--- config.mk ---
export PLATFORM = sky130hd
export DESIGN_NAME = qenc_channel
export DESIGN_NICKNAME = d
export VERILOG_FILES = /design/src/rtl/qenc_pkg.sv /design/src/rtl/qenc_host.sv /design/src/rtl/qenc_decode.sv /design/src/rtl/qenc_count.sv /design/src/rtl/qenc_channel.sv
export SDC_FILE = /design/constraint.sdc
export NUM_CORES = 1
export LEC_CHECK = 0
export BUFFER_PORTS_ARGS = -buffer_cell sky130_fd_sc_hd__clkbuf_2
export CAP_MARGIN = 40
export CORE_ASPECT_RATIO = 1.1
export CORE_MARGIN = 4
export CORE_UTILIZATION = 45
export DETAILED_ROUTE_END_ITERATION = 8
export MAX_ROUTING_LAYER = met4
export SLEW_MARGIN = 0
export SYNTH_ARGS = -nofsm -noshare
export SYNTH_HDL_FRONTEND = slang
export SYNTH_HIERARCHICAL = 1
export SYNTH_SLANG_ARGS = --single-unit
--- constraint.sdc ---
create_clock -name clk -period 4.6 [get_ports clk]
set_input_delay 0.92 -clock clk [delete_from_list [all_inputs] [get_ports clk]]
set_output_delay 0.92 -clock clk [all_outputs]
set_load 0.02 [all_outputs]
--- src/rtl/qenc_pkg.sv ---
package qenc_pkg;

    // Control-port target codes (bits 7:5 of a control write)
    localparam logic [2:0] TGT_CMD  = 3'b000;
    localparam logic [2:0] TGT_MODE = 3'b001;
    localparam logic [2:0] TGT_IOC  = 3'b010;
    localparam logic [2:0] TGT_IDX  = 3'b011;

    typedef enum logic [1:0] {
        CM_NORMAL  = 2'd0,
        CM_RANGE   = 2'd1,
        CM_ONESHOT = 2'd2,
        CM_MODULO  = 2'd3
    } cnt_mode_e;

    typedef enum logic [1:0] {
        IM_PLAIN = 2'd0,
        IM_X1    = 2'd1,
        IM_X2    = 2'd2,
        IM_X4    = 2'd3
    } in_mode_e;

    // Phase states named by sampled {A,B}
    typedef enum logic [1:0] {
        PH_LL = 2'b00,
        PH_LH = 2'b01,
        PH_HL = 2'b10,
        PH_HH = 2'b11
    } phase_e;

    typedef enum logic {
        RUN_ACTIVE = 1'b0,
        RUN_HALTED = 1'b1
    } run_e;

endpackage

--- src/rtl/qenc_host.sv ---
module qenc_host
    import qenc_pkg::*;
#(
    parameter int CNT_W = 24
) (
    input  logic             clk,
    input  logic             rst_n,
    input  logic             stb,
    input  logic             wr,
    input  logic             sel_ctl,
    input  logic [7:0]       wdata,
    output logic [7:0]       rdata,
    input  logic [CNT_W-1:0] cnt,
    input  logic             bt,
    input  logic             ct,
    input  logic             err,
    input  logic             dir,
    output logic [CNT_W-1:0] preset,
    output cnt_mode_e        cmode,
    output in_mode_e         imode,
    output logic             ab_en,
    output logic             idx_load_n,
    output logic             idx_sync,
    output logic             idx_pol,
    output logic             cmd_load,
    output logic             cmd_clr_cnt,
    output logic             cmd_clr_flags,
    output logic             cmd_clr_err
);
    localparam int NBYTES = CNT_W / 8;
    localparam int PTR_W  = (NBYTES > 1) ? $clog2(NBYTES) : 1;
    localparam logic [PTR_W-1:0] PTR_LAST = PTR_W'(NBYTES - 1);

    logic [2:0] tgt;
    logic [4:0] pay;
    logic       ctl_wr, data_wr, data_rd, cmd_hit;
    logic [PTR_W-1:0] ptr_q;
    logic [7:0] pre_b [NBYTES];
    logic [CNT_W-1:0] latch_q;

    assign tgt     = wdata[7:5];
    assign pay     = wdata[4:0];
    assign ctl_wr  = stb & wr & sel_ctl;
    assign data_wr = stb & wr & ~sel_ctl;
    assign data_rd = stb & ~wr & ~sel_ctl;
    assign cmd_hit = ctl_wr && (tgt == TGT_CMD);

    assign cmd_load      = cmd_hit & pay[3];
    assign cmd_clr_cnt   = cmd_hit && (pay[2:1] == 2'b01);
    assign cmd_clr_flags = cmd_hit && (pay[2:1] == 2'b10);
    assign cmd_clr_err   = cmd_hit && (pay[2:1] == 2'b11);

    // Byte pointer
    always_ff @(posedge clk or negedge rst_n) begin
        if (!rst_n)                 ptr_q <= '0;
        else if (cmd_hit && pay[0]) ptr_q <= '0;
        else if (data_wr || data_rd)
            ptr_q <= (ptr_q == PTR_LAST) ? '0 : ptr_q + PTR_W'(1);
    end

    // Preset bytes
    for (genvar g = 0; g < NBYTES; g++) begin : g_pre
        always_ff @(posedge clk or negedge rst_n) begin
            if (!rst_n)                                   pre_b[g] <= '0;
            else if (data_wr && (ptr_q == PTR_W'(g)))     pre_b[g] <= wdata;
        end
        assign preset[8*g +: 8] = pre_b[g];
    end

    // Output latch
    always_ff @(posedge clk or negedge rst_n) begin
        if (!rst_n)                 latch_q <= '0;
        else if (cmd_hit && pay[4]) latch_q <= cnt;
    end

    // Configuration registers
    always_ff @(posedge clk or negedge rst_n) begin
        if (!rst_n) begin
            cmode      <= CM_NORMAL;
            imode      <= IM_PLAIN;
            ab_en      <= 1'b0;
            idx_load_n <= 1'b0;
            idx_sync   <= 1'b0;
            idx_pol    <= 1'b0;
        end else if (ctl_wr) begin
            unique case (tgt)
                TGT_MODE: begin
                    cmode <= cnt_mode_e'(pay[2:1]);
                    imode <= in_mode_e'(pay[4:3]);
                end
                TGT_IOC: begin
                    ab_en      <= pay[0];
                    idx_load_n <= pay[1];
                end
                TGT_IDX: begin
                    idx_sync <= pay[0];
                    idx_pol  <= pay[1];
                end
                default: ;
            endcase
        end
    end

    // Read mux
    always_comb begin
        rdata = '0;
        if (sel_ctl) begin
            rdata = {2'b00, dir, err, 2'b00, ct, bt};
        end else begin
            for (int i = 0; i < NBYTES; i++)
                if (ptr_q == PTR_W'(i)) rdata = latch_q[8*i +: 8];
        end
    end

    AST_PTR_BOUND: assert property (@(posedge clk) disable iff (!rst_n)
        ptr_q <= PTR_LAST);
    AST_PTR_RESET: assert property (@(posedge clk) disable iff (!rst_n)
        (cmd_hit && pay[0]) |=> (ptr_q == '0));
    AST_FOREIGN_TGT: assert property (@(posedge clk) disable iff (!rst_n)
        (ctl_wr && tgt[2]) |=> ($stable(cmode) && $stable(imode)
                                && $stable(ab_en) && $stable(idx_pol)));

endmodule

--- src/rtl/qenc_decode.sv ---
module qenc_decode
    import qenc_pkg::*;
(
    input  logic     clk,
    input  logic     rst_n,
    input  logic     enc_a,
    input  logic     enc_b,
    input  logic     enc_idx,
    input  in_mode_e imode,
    input  logic     ab_en,
    input  logic     idx_sync,
    input  logic     idx_pol,
    output logic     up_p,
    output logic     dn_p,
    output logic     noise_p,
    output logic     idx_ev
);
    logic   a_s, b_s, i_s, i_q;
    phase_e phase_q, phase_d;
    logic   a_chg, b_chg, w_x2, w_x4;
    logic   act, act_prev, sync_ok, gate, gate_prev;

    // Input sampling
    always_ff @(posedge clk or negedge rst_n) begin
        if (!rst_n) begin
            a_s <= 1'b0;
            b_s <= 1'b0;
            i_s <= 1'b0;
            i_q <= 1'b0;
        end else begin
            a_s <= enc_a;
            b_s <= enc_b;
            i_s <= enc_idx;
            i_q <= i_s;
        end
    end

    // Phase state register
    assign phase_d = phase_e'({a_s, b_s});
    always_ff @(posedge clk or negedge rst_n) begin
        if (!rst_n) phase_q <= PH_LL;
        else        phase_q <= phase_d;
    end

    assign a_chg = a_s ^ phase_q[1];
    assign b_chg = b_s ^ phase_q[0];
    assign w_x2  = (imode == IM_X2) || (imode == IM_X4);
    assign w_x4  = (imode == IM_X4);

    // Transition outputs
    always_comb begin
        up_p    = 1'b0;
        dn_p    = 1'b0;
        noise_p = 1'b0;
        if (ab_en) begin
            if (imode == IM_PLAIN) begin
                if (a_s && !phase_q[1]) begin
                    up_p = b_s;
                    dn_p = ~b_s;
                end
            end else if (a_chg && b_chg) begin
                noise_p = 1'b1;
            end else begin
                unique case (phase_q)
                    PH_LL: begin
                        up_p = a_chg;
                        dn_p = b_chg & w_x4;
                    end
                    PH_HL: begin
                        up_p = b_chg & w_x4;
                        dn_p = a_chg;
                    end
                    PH_HH: begin
                        up_p = a_chg & w_x2;
                        dn_p = b_chg & w_x4;
                    end
                    PH_LH: begin
                        up_p = b_chg & w_x4;
                        dn_p = a_chg & w_x2;
                    end
                endcase
            end
        end
    end

    // Index event
    assign act       = idx_pol ? i_s : ~i_s;
    assign act_prev  = idx_pol ? i_q : ~i_q;
    assign sync_ok   = idx_sync && (imode != IM_PLAIN);
    assign gate      = sync_ok ? (act & ~a_s & ~b_s) : act;
    assign gate_prev = sync_ok ? (act_prev & ~phase_q[1] & ~phase_q[0]) : act_prev;
    assign idx_ev    = gate & ~gate_prev;

    AST_PLAIN_EDGE: assert property (@(posedge clk) disable iff (!rst_n)
        ((imode == IM_PLAIN) && (up_p || dn_p)) |-> (a_s && !$past(a_s)));
    AST_DOUBLE_EDGE: assert property (@(posedge clk) disable iff (!rst_n)
        (ab_en && (imode != IM_PLAIN) && (a_s != $past(a_s)) && (b_s != $past(b_s)))
        |-> (noise_p && !up_p && !dn_p));
    AST_ONE_WAY: assert property (@(posedge clk) disable iff (!rst_n)
        !(up_p && dn_p));

endmodule

--- src/rtl/qenc_count.sv ---
module qenc_count
    import qenc_pkg::*;
#(
    parameter int CNT_W = 24
) (
    input  logic             clk,
    input  logic             rst_n,
    input  logic             up_p,
    input  logic             dn_p,
    input  logic             noise_p,
    input  logic             idx_ev,
    input  logic             idx_load_n,
    input  logic [CNT_W-1:0] preset,
    input  cnt_mode_e        cmode,
    input  logic             cmd_load,
    input  logic             cmd_clr_cnt,
    input  logic             cmd_clr_flags,
    input  logic             cmd_clr_err,
    output logic [CNT_W-1:0] cnt,
    output logic             bt,
    output logic             ct,
    output logic             err,
    output logic             dir
);
    localparam logic [CNT_W-1:0] CNT_MAX = '1;
    localparam logic [CNT_W-1:0] CNT_ONE = CNT_W'(1);

    logic [CNT_W-1:0] cnt_q, cnt_d;
    logic bt_q, ct_q, err_q, dir_q;
    logic bt_t, ct_t, load, step;
    run_e run_q, run_d;

    assign load = cmd_load | (idx_ev & ~idx_load_n);
    assign step = (up_p | dn_p) && (run_q == RUN_ACTIVE);

    // Next count
    always_comb begin
        cnt_d = cnt_q;
        bt_t  = 1'b0;
        ct_t  = 1'b0;
        if (load) begin
            cnt_d = preset;
        end else if (cmd_clr_cnt) begin
            cnt_d = '0;
        end else if (step && up_p) begin
            unique case (cmode)
                CM_RANGE: begin
                    if (cnt_q != preset) begin
                        cnt_d = cnt_q + CNT_ONE;
                        ct_t  = (cnt_q == CNT_MAX);
                    end
                end
                CM_MODULO: begin
                    if ((cnt_q == preset) || (cnt_q == CNT_MAX)) begin
                        cnt_d = '0;
                        ct_t  = 1'b1;
                    end else begin
                        cnt_d = cnt_q + CNT_ONE;
                    end
                end
                default: begin
                    cnt_d = cnt_q + CNT_ONE;
                    ct_t  = (cnt_q == CNT_MAX);
                end
            endcase
        end else if (step && dn_p) begin
            unique case (cmode)
                CM_RANGE: begin
                    if (cnt_q != '0) cnt_d = cnt_q - CNT_ONE;
                end
                CM_MODULO: begin
                    if (cnt_q == '0) begin
                        cnt_d = preset;
                        bt_t  = 1'b1;
                    end else begin
                        cnt_d = cnt_q - CNT_ONE;
                    end
                end
                default: begin
                    cnt_d = cnt_q - CNT_ONE;
                    bt_t  = (cnt_q == '0);
                end
            endcase
        end
    end

    // Run state machine: next state
    always_comb begin
        run_d = run_q;
        unique case (run_q)
            RUN_ACTIVE:
                if (!load && !cmd_clr_cnt && (cmode == CM_ONESHOT) && (bt_t || ct_t))
                    run_d = RUN_HALTED;
            RUN_HALTED:
                if (load || cmd_clr_cnt)
                    run_d = RUN_ACTIVE;
        endcase
    end

    always_ff @(posedge clk or negedge rst_n) begin
        if (!rst_n) run_q <= RUN_ACTIVE;
        else        run_q <= run_d;
    end

    always_ff @(posedge clk or negedge rst_n) begin
        if (!rst_n) begin
            cnt_q <= '0;
            bt_q  <= 1'b0;
            ct_q  <= 1'b0;
            err_q <= 1'b0;
            dir_q <= 1'b0;
        end else begin
            cnt_q <= cnt_d;
            bt_q  <= cmd_clr_flags ? 1'b0 : (bt_q ^ bt_t);
            ct_q  <= cmd_clr_flags ? 1'b0 : (ct_q ^ ct_t);
            err_q <= cmd_clr_err ? 1'b0 : (err_q | noise_p);
            if (up_p || dn_p) dir_q <= up_p;
        end
    end

    assign cnt = cnt_q;
    assign bt  = bt_q;
    assign ct  = ct_q;
    assign err = err_q;
    assign dir = dir_q;

    AST_RANGE_HOLD: assert property (@(posedge clk) disable iff (!rst_n)
        ((cmode == CM_RANGE) && up_p && (run_q == RUN_ACTIVE) && !load && !cmd_clr_cnt
         && (cnt_q == preset)) |=> $stable(cnt_q));
    AST_HALT_FREEZE: assert property (@(posedge clk) disable iff (!rst_n)
        ((run_q == RUN_HALTED) && !load && !cmd_clr_cnt) |=> $stable(cnt_q));
    AST_MODN_RELOAD: assert property (@(posedge clk) disable iff (!rst_n)
        ((cmode == CM_MODULO) && dn_p && (run_q == RUN_ACTIVE) && !load && !cmd_clr_cnt
         && (cnt_q == '0)) |=> (cnt_q == $past(preset)));
    AST_BORROW_FLIP: assert property (@(posedge clk) disable iff (!rst_n)
        ((cmode == CM_NORMAL) && dn_p && (run_q == RUN_ACTIVE) && !load && !cmd_clr_cnt
         && !cmd_clr_flags && (cnt_q == '0)) |=> (bt_q != $past(bt_q)));

endmodule

--- src/rtl/qenc_channel.sv ---
module qenc_channel
    import qenc_pkg::*;
#(
    parameter int CNT_W = 24
) (
    input  logic       clk,
    input  logic       rst_n,
    input  logic       host_stb,
    input  logic       host_wr,
    input  logic       host_ctl,
    input  logic [7:0] host_wdata,
    output logic [7:0] host_rdata,
    input  logic       enc_a,
    input  logic       enc_b,
    input  logic       enc_idx
);
    logic [CNT_W-1:0] cnt, preset;
    logic bt, ct, err, dir;
    cnt_mode_e cmode;
    in_mode_e  imode;
    logic ab_en, idx_load_n, idx_sync, idx_pol;
    logic cmd_load, cmd_clr_cnt, cmd_clr_flags, cmd_clr_err;
    logic up_p, dn_p, noise_p, idx_ev;

    qenc_host #(.CNT_W(CNT_W)) u_host (
        .clk(clk), .rst_n(rst_n), .stb(host_stb), .wr(host_wr), .sel_ctl(host_ctl),
        .wdata(host_wdata), .rdata(host_rdata), .cnt(cnt), .bt(bt), .ct(ct),
        .err(err), .dir(dir), .preset(preset), .cmode(cmode), .imode(imode),
        .ab_en(ab_en), .idx_load_n(idx_load_n), .idx_sync(idx_sync), .idx_pol(idx_pol),
        .cmd_load(cmd_load), .cmd_clr_cnt(cmd_clr_cnt), .cmd_clr_flags(cmd_clr_flags),
        .cmd_clr_err(cmd_clr_err)
    );

    qenc_decode u_dec (
        .clk(clk), .rst_n(rst_n), .enc_a(enc_a), .enc_b(enc_b), .enc_idx(enc_idx),
        .imode(imode), .ab_en(ab_en), .idx_sync(idx_sync), .idx_pol(idx_pol),
        .up_p(up_p), .dn_p(dn_p), .noise_p(noise_p), .idx_ev(idx_ev)
    );

    qenc_count #(.CNT_W(CNT_W)) u_cnt (
        .clk(clk), .rst_n(rst_n), .up_p(up_p), .dn_p(dn_p), .noise_p(noise_p),
        .idx_ev(idx_ev), .idx_load_n(idx_load_n), .preset(preset), .cmode(cmode),
        .cmd_load(cmd_load), .cmd_clr_cnt(cmd_clr_cnt), .cmd_clr_flags(cmd_clr_flags),
        .cmd_clr_err(cmd_clr_err), .cnt(cnt), .bt(bt), .ct(ct), .err(err), .dir(dir)
    );

endmodule

==> results.json <==
{
  "outcome": "finished, final reports clean",
  "diodes": 0,
  "p_per_area_nw_per_um2": 562,
  "tightest_slew_ps": 807,
  "port_buffers": 23,
  "r2r_setup_slack_ps": 1050,
  "cts.clk_slew.worst_paths_ps": 70,
  "ys.flop_type": "dfrtp_1",
  "finalMaxSlewViolations": 0,
  "worst_hold_path.endpoint": "u_dec/i_q$_DFF_PN0_",
  "place.gp.congestion": 0.898,
  "synth_seq_area_share_pct": 37.8,
  "dr.first_iter.drc_count": 408,
  "ys_ff_latch": 93,
  "routed_wl_um": 16500,
  "die_x_um": 120,
  "clock.fmax_mhz": 282,
  "synth.distinct_cells": 61,
  "endpoint_kind": "flip-flop",
  "critPathLaunchType": "flip-flop",
  "cp_max_fo": 17,
  "rsz0062_at_grt": "false",
  "synthArstFlopShare_pct": 100,
  "fin_area_um2": 6720,
  "clk_latency_ps": 350,
  "synth-edff-count": 0,
  "place_hpwl_um": 12000,
  "min_period_over_period_pct": 77.1,
  "cts_setup_buffers": 0,
  "syn_to_final_growth_pct": 9.06,
  "synth_cells": 652,
  "fin_nets": 676,
  "cts_tree": "done",
  "synth_common_cells": "dfrtp_1 (93), nor2_1 (65), mux2_2 (43), nand2_1 (43), xor2_1 (39)",
  "criticalPathCategory": "flip-flop to flip-flop",
  "dpl_cell_area_um2": 6440,
  "vias": 4917,
  "reg2reg_from": "u_dec/phase_q[0]$_DFF_PN0_",
  "max_cap_viol_count": 0,
  "cts.sinks": 93,
  "met1_length_um": 7630,
  "grt_pass1_wl_um": 26500,
  "syn-num-nets": 676,
  "wl_met2_um": 7700,
  "vdd_drop_max_mv": 0.217,
  "setup_viol": 0,
  "vias_per_cell": 5.85,
  "fin_crit_ps": 3550,
  "final_layout_size_suffix_gt1_share_pct": 21.3,
  "detail-route-antenna-nets": 0,
  "start_util_pct": 46.2,
  "dieHeight_um": 131,
  "worstPathRequired_ps": 4850,
  "cts_max_path_buffers": 2,
  "num_rows": 44,
  "grt_max_degree": 66,
  "r2r-end": "u_cnt/cnt[2]$_DFFE_PN0P_",
  "die-area_um2": 15600,
  "ff2ff_path_depth": 12,
  "worstSetupStartpoint": "u_dec/phase_q[0]$_DFF_PN0_",
  "synth.top_cell.area_share_pct": 37.8,
  "worstPathArrival_ps": 3800,
  "ioPinCount": 24,
  "finalNonFillerCells": 841,
  "synth_area_leaders": "dfrtp_1 (38%), mux2_2 (7.9%), xor2_1 (5.5%)",
  "root_buffer": "clkbuf_16",
  "fin_hold_ws_ps": 445,
  "relSlewSlack_pct": 46.2,
  "cts_resized": 0,
  "drt-wirelength-per-cell_um": 19.7,
  "antenna_found_initial": 0,
  "drcViolationCount": 0,
  "hold_viol": 0,
  "syn_area_per_cell_um2": 9.45,
  "dr.pass1.iters": 5,
  "grt_pass1_vias": 4709,
  "overflow": 0,
  "hold_depth": 0,
  "dr_wl_met3_um": 824,
  "grt_util_all_layers_pct": 22.6,
  "p_leak_uw": 0.00294,
  "core_um2": 13300,
  "min_path_type": "flip-flop to flip-flop",
  "synth_area_leader_cell": "dfrtp_1",
  "yosysWarnings": 6,
  "place_inst": 825,
  "cts_max_level": 3,
  "topRoutingLayerUsed": "met4",
  "hold_buffers": 0,
  "netlist_area_um2": 6160,
  "tns_ps": 0,
  "yosysMostFrequentCell": "dfrtp_1",
  "finClkSkew_ps": 9.55,
  "cts_made_buffers": 9,
  "worstHoldStart": "u_dec/i_s$_DFF_PN0_"
}
-- worst max-delay path by stage --
stage | to | slack (ps)
finish | u_cnt/cnt[2]$_DFFE_PN0P_ | 1050
global route | u_cnt/cnt[2]$_DFFE_PN0P_ | 800
CTS | u_cnt/cnt[2]$_DFFE_PN0P_ | 1040
detailed placement | u_cnt/cnt[2]$_DFFE_PN0P_ | 1070
global placement | u_cnt/cnt[2]$_DFFE_PN0P_ | 1150
floorplan | u_cnt/cnt[0]$_DFFE_PN0P_ | 1760
-- final cells by class --
class	count	area, um^2
inverter	15	56.3
clock inverter	5	35.0
tap	184	230
timing repair buffer	40	285
sequential	93	2330
clock buffer	11	243
fill	1262	6600
multi-input combinational	493	3540
-- registers in the layout (all words and copies together) (netlist names), 2 cells and up --
signal,flops
u_cnt/cnt,24
u_host/latch_q,24
u_host/preset,24
u_dec/phase_q,2
u_host/cmode,2
u_host/imode,2
u_host/ptr_q,2
-- stage by stage --
| stage | setup WS (ps) | util (%) | power [uW] |
|---|---|---|---|
| final | 1050 | 50.4 | 3780 |
| after global routing | 798 | 50.4 | 4020 |
| after CTS | 1040 | 50.4 | 3780 |
| after detailed placement | 1070 | 48.3 | 3070 |
| after global placement | 1150 | 47.8 | 3020 |
| after floorplan | 1760 | - | 2610 |
-- per-layer routing --
metal / up-vias / global-route usage [%]
met5: - / -
met1: 2393 / 30.4
li1: 2344 / -
met3: 22 / 2.84
met4: 0 / 8.76
met2: 158 / 35.2
-- critical path: stages, from the launching register on --
cell	delay (ps)
dfrtp_1	420
inv_1	100
ha_1	310
or3b_1	360
a211oi_1	490
nand2b_1	190
or2_2	310
a41oi_1	210
o21ai_2	270
buf_4	300
nor3b_1	200
nor3_1	60
o31ai_1	220
-- logic make-up after synthesis --
group / after synthesis / share of synthesized area [%]
flops: 93 / 37.8
compound gates: 116 / 12.7
xor+xnor: 59 / 8.39
mux: 72 / 14.3
fa+ha+maj: 8 / 1.62
buf+inv: 66 / 4.85
simple gates: 238 / 20.4
-- power breakdown --
| group | switching [uW] | internal [uW] | leakage [uW] |
|---|---|---|---|
| Clock | 323 | 382 | 0.000136 |
| Combinational | 721 | 709 | 0.00162 |
| Sequential | 564 | 1080 | 0.00118 |
-- layout by cell type (no fill, tap or decap), drive strengths merged, types with 18 or more instances in the layout --
| cell | synthesis | final |
|---|---|---|
| dfrtp | 93 | 93 |
| mux2 | 66 | 66 |
| nor2 | 65 | 65 |
| nand2 | 43 | 43 |
| xor2 | 39 | 39 |
| o21ai | 36 | 36 |
| clkbuf | 26 | 33 |
| nor3 | 32 | 32 |
| a21oi | 24 | 24 |
| xnor2 | 20 | 20 |
| buf | 25 | 18 |
| o31ai | 18 | 18 |
No activity file was read; power rests on OpenSTA's default activity.
